`config.mk`:
```
export PLATFORM = sky130hd
export DESIGN_NAME = cx_slot_router
export DESIGN_NICKNAME = d
export VERILOG_FILES = /design/src/rtl/cx_pkg.sv /design/src/rtl/cx_bind_table.sv /design/src/rtl/cx_id_match.sv /design/src/rtl/cx_slot_router.sv
export SDC_FILE = /design/constraint.sdc
export NUM_CORES = 1
export LEC_CHECK = 0
export BUFFER_PORTS_ARGS = -buffer_cell sky130_fd_sc_hd__buf_4
export CORE_UTILIZATION = 45
export CTS_CLUSTER_SIZE = 12
export DETAILED_ROUTE_END_ITERATION = 6
export PLACE_DENSITY = 0.72
export SYNTH_ARGS = -nofsm -noshare
export SYNTH_HDL_FRONTEND = slang
export SYNTH_HIERARCHICAL = 1
export SYNTH_SLANG_ARGS = --single-unit
```
`constraint.sdc`:
```
create_clock -name clk -period 5.2 [get_ports clk]
set_input_delay 0 -clock clk [delete_from_list [all_inputs] [get_ports clk]]
set_output_delay 0 -clock clk [all_outputs]
set_load 0.005 [all_outputs]
```
`src/rtl/cx_pkg.sv`:
```
`timescale 1ns/1ps
package cx_pkg;
  typedef enum logic {
    CX_CLOSE = 1'b0,
    CX_OPEN  = 1'b1
  } cx_op_e;
endpackage

```
`src/rtl/cx_bind_table.sv`:
```
`timescale 1ns/1ps
module cx_bind_table
  import cx_pkg::*;
#(
  parameter int          N_SLOT  = 8,
  parameter int          ID_W    = 32,
  parameter int          MSLOT_W = 4,
  parameter logic [ID_W-1:0] UNBOUND = '1,
  localparam int         SLOT_W  = $clog2(N_SLOT)
) (
  input  logic              clk,
  input  logic              rst_n,
  input  logic              wr_en,
  input  cx_op_e            wr_op,
  input  logic [MSLOT_W-1:0] wr_slot,
  input  logic [ID_W-1:0]   wr_id,
  input  logic [SLOT_W-1:0] rd_slot,
  output logic [ID_W-1:0]   rd_id,
  output logic              upd_busy,
  output logic              bad_slot
);
  logic              legal;
  logic [ID_W-1:0]   entry [N_SLOT];
  logic [ID_W-1:0]   wr_val;
  logic              bad_q;

  assign legal    = (wr_slot < MSLOT_W'(N_SLOT));
  assign upd_busy = wr_en && legal;
  assign wr_val   = (wr_op == CX_OPEN) ? wr_id : UNBOUND;

  for (genvar s = 0; s < N_SLOT; s++) begin : g_slot
    always_ff @(posedge clk) begin
      if (!rst_n)
        entry[s] <= UNBOUND;
      else if (upd_busy && (wr_slot == MSLOT_W'(s)))
        entry[s] <= wr_val;
    end
  end

  always_ff @(posedge clk) begin
    if (!rst_n) bad_q <= 1'b0;
    else        bad_q <= wr_en && !legal;
  end

  assign rd_id    = entry[rd_slot];
  assign bad_slot = bad_q;
endmodule

```
`src/rtl/cx_id_match.sv`:
```
`timescale 1ns/1ps
module cx_id_match #(
  parameter int ID_W  = 32,
  parameter int N_EXT = 2,
  parameter logic [N_EXT-1:0][ID_W-1:0] EXT_IDS = {32'hC0DE_0002, 32'hC0DE_0001}
) (
  input  logic [ID_W-1:0]  id,
  output logic [N_EXT-1:0] hit_oh,
  output logic             miss
);
  logic [N_EXT-1:0] raw;

  for (genvar k = 0; k < N_EXT; k++) begin : g_cmp
    assign raw[k] = (id == EXT_IDS[k]);
  end

  always_comb begin
    hit_oh = '0;
    for (int k = N_EXT - 1; k >= 0; k--) begin
      if (raw[k]) begin
        hit_oh    = '0;
        hit_oh[k] = 1'b1;
      end
    end
  end

  assign miss = (raw == '0);
endmodule

```
`src/rtl/cx_slot_router.sv`:
```
`timescale 1ns/1ps
module cx_slot_router
  import cx_pkg::*;
#(
  parameter int N_SLOT  = 8,
  parameter int ID_W    = 32,
  parameter int N_EXT   = 2,
  parameter int MSLOT_W = 4,
  parameter logic [ID_W-1:0] UNBOUND = '1,
  parameter logic [N_EXT-1:0][ID_W-1:0] EXT_IDS = {32'hC0DE_0002, 32'hC0DE_0001},
  localparam int SLOT_W = $clog2(N_SLOT)
) (
  input  logic               clk,
  input  logic               rst_n,
  input  logic               mgmt_valid,
  input  logic               mgmt_op,
  input  logic [MSLOT_W-1:0] mgmt_slot,
  input  logic [ID_W-1:0]    mgmt_id,
  input  logic               issue_valid,
  input  logic [SLOT_W-1:0]  issue_slot,
  output logic [N_EXT-1:0]   sel,
  output logic               trap,
  output logic               stall,
  output logic               mgmt_err
);
  logic [ID_W-1:0]  bound_id;
  logic [N_EXT-1:0] hit_oh;
  logic             miss;
  cx_op_e           op_e;

  assign op_e = cx_op_e'(mgmt_op);

  cx_bind_table #(
    .N_SLOT(N_SLOT), .ID_W(ID_W), .MSLOT_W(MSLOT_W), .UNBOUND(UNBOUND)
  ) u_table (
    .clk(clk), .rst_n(rst_n),
    .wr_en(mgmt_valid), .wr_op(op_e), .wr_slot(mgmt_slot), .wr_id(mgmt_id),
    .rd_slot(issue_slot), .rd_id(bound_id),
    .upd_busy(stall), .bad_slot(mgmt_err)
  );

  cx_id_match #(
    .ID_W(ID_W), .N_EXT(N_EXT), .EXT_IDS(EXT_IDS)
  ) u_match (
    .id(bound_id), .hit_oh(hit_oh), .miss(miss)
  );

  assign sel  = issue_valid ? hit_oh : '0;
  assign trap = issue_valid && miss;
endmodule

```
## Yosys cells after proc, flatten, opt, wreduce, memory -nomap -nowiden

Memories as Yosys holds them, arrays and structs flattened.
Cells that the tools add are included.

| operators by class | value |
|---|---|
| reduce and logical (&&, ||, !) cells | 14 |
| mux-type cells | 37 |
| equal/unequal tests | 9 |
| $lt $le $gt $ge | 1 |
| bitwise logic cells | 8 |

Operators with widths:

| operator | number |
|---|---|
| 32-bit 2-to-1 mux | 9 |
| 32-bit equality test (second input constant) | 2 |
| 1-bit 2-to-1 mux | 25 |
| 4-bit by 3-bit equality test with 1-bit output (second input constant) | 4 |
| 1-bit logical AND | 11 |
| 4-bit by 2-bit equality test with 1-bit output (second input constant) | 2 |
| 1-bit bitwise OR | 8 |
| 2-bit 2-to-1 mux | 3 |
| 4-bit by 1-bit equality test with 1-bit output (second input constant) | 1 |
| 4-bit zero test | 1 |
| 4-bit < comparator (second input constant) | 1 |
| 2-bit zero test | 1 |
| 1-bit zero test | 1 |

| word-level totals | value |
|---|---|
| RAM bits | 256 |
| bits in registers | 1 |
| input port bits | 44 |
| memories | 1 |

Memories:

| name | depth | width | read ports | clocked after memory_dff | wr ports | line | text |
|---|---|---|---|---|---|---|---|
| u_table.entry | 8 | 32 | 1 | 0 | 8 | cx_bind_table.sv:23 | `logic [ID_W-1:0] entry [N_SLOT];` |

## Logic depth before layout (Yosys ltp)

| depth | value |
|---|---|
| depth in word-level cells | 7 |
| mapped depth | 8 |

## Modules after synthesis

Netlist, hierarchy kept.

Modules (own cells, without submodules):

| module | sequential area each (um2) | cells an instance | area an instance (um2) | instances |
|---|---|---|---|---|
| cx_bind_table | 7707.4 | 772 | 11797.6 | 1 |
| cx_id_match | 0.0 | 17 | 125.1 | 1 |
| cx_slot_router | 0.0 | 3 | 18.8 | 1 |

## Worst setup path before layout

OpenSTA, ideal clock, no wires.

| path | value |
|---|---|
| path type | in2reg |
| start point | input mgmt_slot[3] |
| end point | memory u_table.entry[0][0], enable pin |
| cell stages on the path | 2 |
| library setup time | 466 ps |
| path slack | 1753 ps |
| data arrival time | 2981 ps |
| buffers on the path | 0 |
| cells stage by stage | or4b_2 > o21ai_0 |

RTL lines:

| what | line | text |
|---|---|---|
| start: declaration | cx_slot_router.sv:17 | `input logic [MSLOT_W-1:0] mgmt_slot,` |
| end: declaration | cx_bind_table.sv:23 |  |

## Worst setup path after layout

| path | value |
|---|---|
| start point | memory u_table.entry[0][5] |
| end point | output trap |

| on the way | value |
|---|---|
| word-level cells in the longest chain between the ends | 4 |
| elaborated cells between the ends (all ways) | 5 |
| classes of those cells | 2 x eq/ne; 2 x reduce/logical; 1 x memory |

Ends and longest elaborated chain:

| what | line | text |
|---|---|---|
| memory read 8 x 32 bit * | n/a |  |
| named net bound_id[5] | cx_slot_router.sv:26 | `logic [ID_W-1:0] bound_id;` |
| 32-bit equality test | cx_id_match.sv:14 | `assign raw[k] = (id == EXT_IDS[k]);` |
| 2-bit zero test * | cx_id_match.sv:27 | `assign miss = (raw == '0);` |
| named net miss | cx_slot_router.sv:28 | `logic miss;` |
| 1-bit logical AND * | cx_slot_router.sv:49 | `assign trap = issue_valid && miss;` |
| end: declaration | cx_slot_router.sv:22 | `output logic trap,` |

The timed path passes the listed nets; every way through them passes the cells marked *.

==> metrics.md <==
| Metric | Value |
|---|---|
| Outcome | finished, final reports clean |
| Max-Cap Viols | 0 |
| Io pins | 49 |
| Layout cell share with drive strength beyond 1 | 20.5% |
| Post-synthesis instance area | 11900 um2 |
| GRT overflow | 0 |
| FF/Latch Area | 7710 um2 |
| H-tree depth | 1 |
| Synth warnings | 6 |
| Max-slew violations | 0 |
| Net Count, Synth | 836 |
| Post-CTS Setup Repair Bufs | 0 |
| Critical path data arrival time | 3.25 ns |
| Die Span Y | 165 um |
| # clock sinks | 257 |
| Starting DRT DRC Count | ~700 |
| Placement Cell Area | 12500 um2 |
| Top Layer Used | met4 |
| Commonest non-fill, non-tap cells in the layout | 256 x nand3_1, 256 x edfxtp_1, 65 x buf_4, 40 x mux4_1, 34 x dlygate4sd3_1 |
| Total Negative Setup Slacks | 0 ns |
| Post-route ant nets | 0 |
| Hold path cells | 2 |
| Post-synth EDFFs | between 200 and 300 |
| Post-DP HPWL | 13300 um |
| Largest net degree at the start of global routing | 75 |
| Post-synth top area share | 64.4% |
| Die ar. | 27200 um2 |
| Area Growth Syn to Fin | 14.0% |
| Nets | between 800 and 900 |
| Vias in the first global route | 7285 |
| Peak Freq | 307 MHz |
| DR WL met2 | 13600 um |
| GRT Resource Usage Total | 20.6% |
| Slowest stage delay, CP | 0.58 ns |
| Distinct cells, synth | 29 |
| Synth Flop Type | edfxtp_1 |
| Fin util | 52.2% |
| First-pass GRT wire length | 41800 um |
| Via count | 7069 |
| Hold Path Class | input port to flop |
| Cell Pwr Density | 339 nW/um2 |
| Asr flop ratio synth | 0% |
| Hold Vio Cnt, Final | 0 |
| Leading area contributor after synthesis | edfxtp_1 |
| Top cells by area, synth | edfxtp_1 64%, nand3_1 11%, mux4_1 8.8% |
| Seq/Total Area, Yosys | between 60 and 70% |
| CORE AREA | 26100 um2 |
| Maximum fanout along the worst path | 3 |
| Total power | between 4 and 5 mW |
| Multi-input combinational cell area | 3860 um2 |
| Req. time, crit path | 5.20 ns |
| Fillers | 2109 |
| Final worst path period need | 3.25 ns |
| Post-route cell area | 13600 um2 |
| DRC | 0 |
| Pleak | ~4.3 nW |
| CTS max path bufs | 3 |
| Worst-margin pin slew | a little over 0.9 ns |
| CP Class | flop to output port |
| Initial core utilization | 45.8% |
| Cells after Synth | 792 |
| Setup Viol. Count Final | 0 |
| Die X | 165 um |
| CTS tree | yes |
| Synthesized flop and latch total | 257 |
| Crit end category | output port |
| RSZ-0062 raised after global routing | no |
| Relative slew slack | 38.2% |
| Drt total wl | 26900 um |
| Final period util | 62.6% |
| Avg Vias per Cell | approximately 6 |
| First-pass DRT Iterations | 5 |
| Worst IR Drop VDD | between 0.2 and 0.25 mV |
| Ant. Diodes | 0 |
| Clk pin slew, worst setup/hold paths | 0.06 ns |
| Port buffer count | 48 |
| Met3 routed WL | 2120 um |
| Crit path launch type | flop |
| CTS buffer count | 27 |
| Routed WL per cell | 23.2 um |
| Fin Hold WS | between 0.03 and 0.04 ns |
| Crit-path slowest cell | or4_1 |
| Initial antenna violation count | 0 |
| Clk Tree Root Cell | clkbuf_16 |
| Syn Area/Cell | 15.1 um2 |
| GPL Wtd Cong | 0.683 |
| CP Cell Sequence | mux4_1 > mux2_2 > nor4b_1 > nand4_1 > or4_1 > and2_1 > buf_4 |
| FP Rows | 59 |
| Met1 wire length | 10900 um |
-- power by group --
| part | switching (mW) | internal, mW |
|---|---|---|
| logic | 0.235 | 0.178 |
| registers | 0.0300 | 2.40 |
| clock network | 0.734 | 1.05 |
| total | 1.00 | 3.62 |
-- logic make-up (layout without fill, tap and decap cells) --
group,count (synthesis),after routing,share of synthesized area [%]
AOI/OAI and AO/OA,8,8,0.335
xor gates and xnor gates,1,1,0.0734
buffers and inverters,111,144,4.29
DFF,257,257,64.5
muxes,96,96,16.3
and+or+nand+nor,319,319,14.4
-- metrics by stage --
stage / instances / setup WS, ns
6_report: 1160 / 1.95
5_1_grt: 1160 / 1.80
4_1_cts: 1160 / 1.93
3_5_place_dp: 1082 / 1.94
3_3_place_gp: 1082 / 1.99
2_1_floorplan: 792 / 1.75
-- Yosys cell counts (all sizes together), types with 2 or more instances --
cell	instances
o21ai	8
buf	56
mux2	32
nand3	256
nand4bb	2
clkbuf	54
nor4bb	3
edfxtp	256
nor4b	4
or4	2
nor4	3
nand3b	2
nand2	2
mux4	64
and2	4
nor2b	34
and4b	2
-- final cells by class --
cell class,count,area share (%)
Timing Repair Buffer,99,6.08
Clock inverter,7,0.607
Tap cell,335,3.08
Sequential cell,257,56.6
Inverter,1,0.0276
Multi-Input combinational cell,424,28.4
Clock buffer,37,5.24
-- critical path, delay by kind of cell (launching register included) --
family                 cells  cell delay [ns]
muxes                      2             0.78
DFF                        1             0.38
buffers and inverters      1             0.13
and+or+nand+nor            4             1.45
-- flip-flops by register name (all words and copies together), names as in the netlist --
signal and count:
u_table/entry 256, u_table/bad_slot 1
-- final timing paths --
kind / startpoint / to / slack [ns]
max: u_table/entry[0][5] / trap / 1.95
min: rst_n / u_table/entry[1][23] / 0.03
-- per-layer routing --
metal | up-vias | GRT usage, %
met5 | - | 0
met4 | 0 | 4.75
met3 | 31 | 3.06
met2 | 323 | 35.1
met1 | 3565 | 28.0
li1 | 3150 | -
-- timing repair --
| item | 4_1_cts | 5_1_grt |
|---|---|---|
| setup endpoints to repair | 0 | 0 |
| hold endpoints to repair | 257 | 0 |
| hold buffers | 34 | 0 |
| gates resized for setup | 0 | 0 |
No activity file was read; power rests on OpenSTA's default activity.
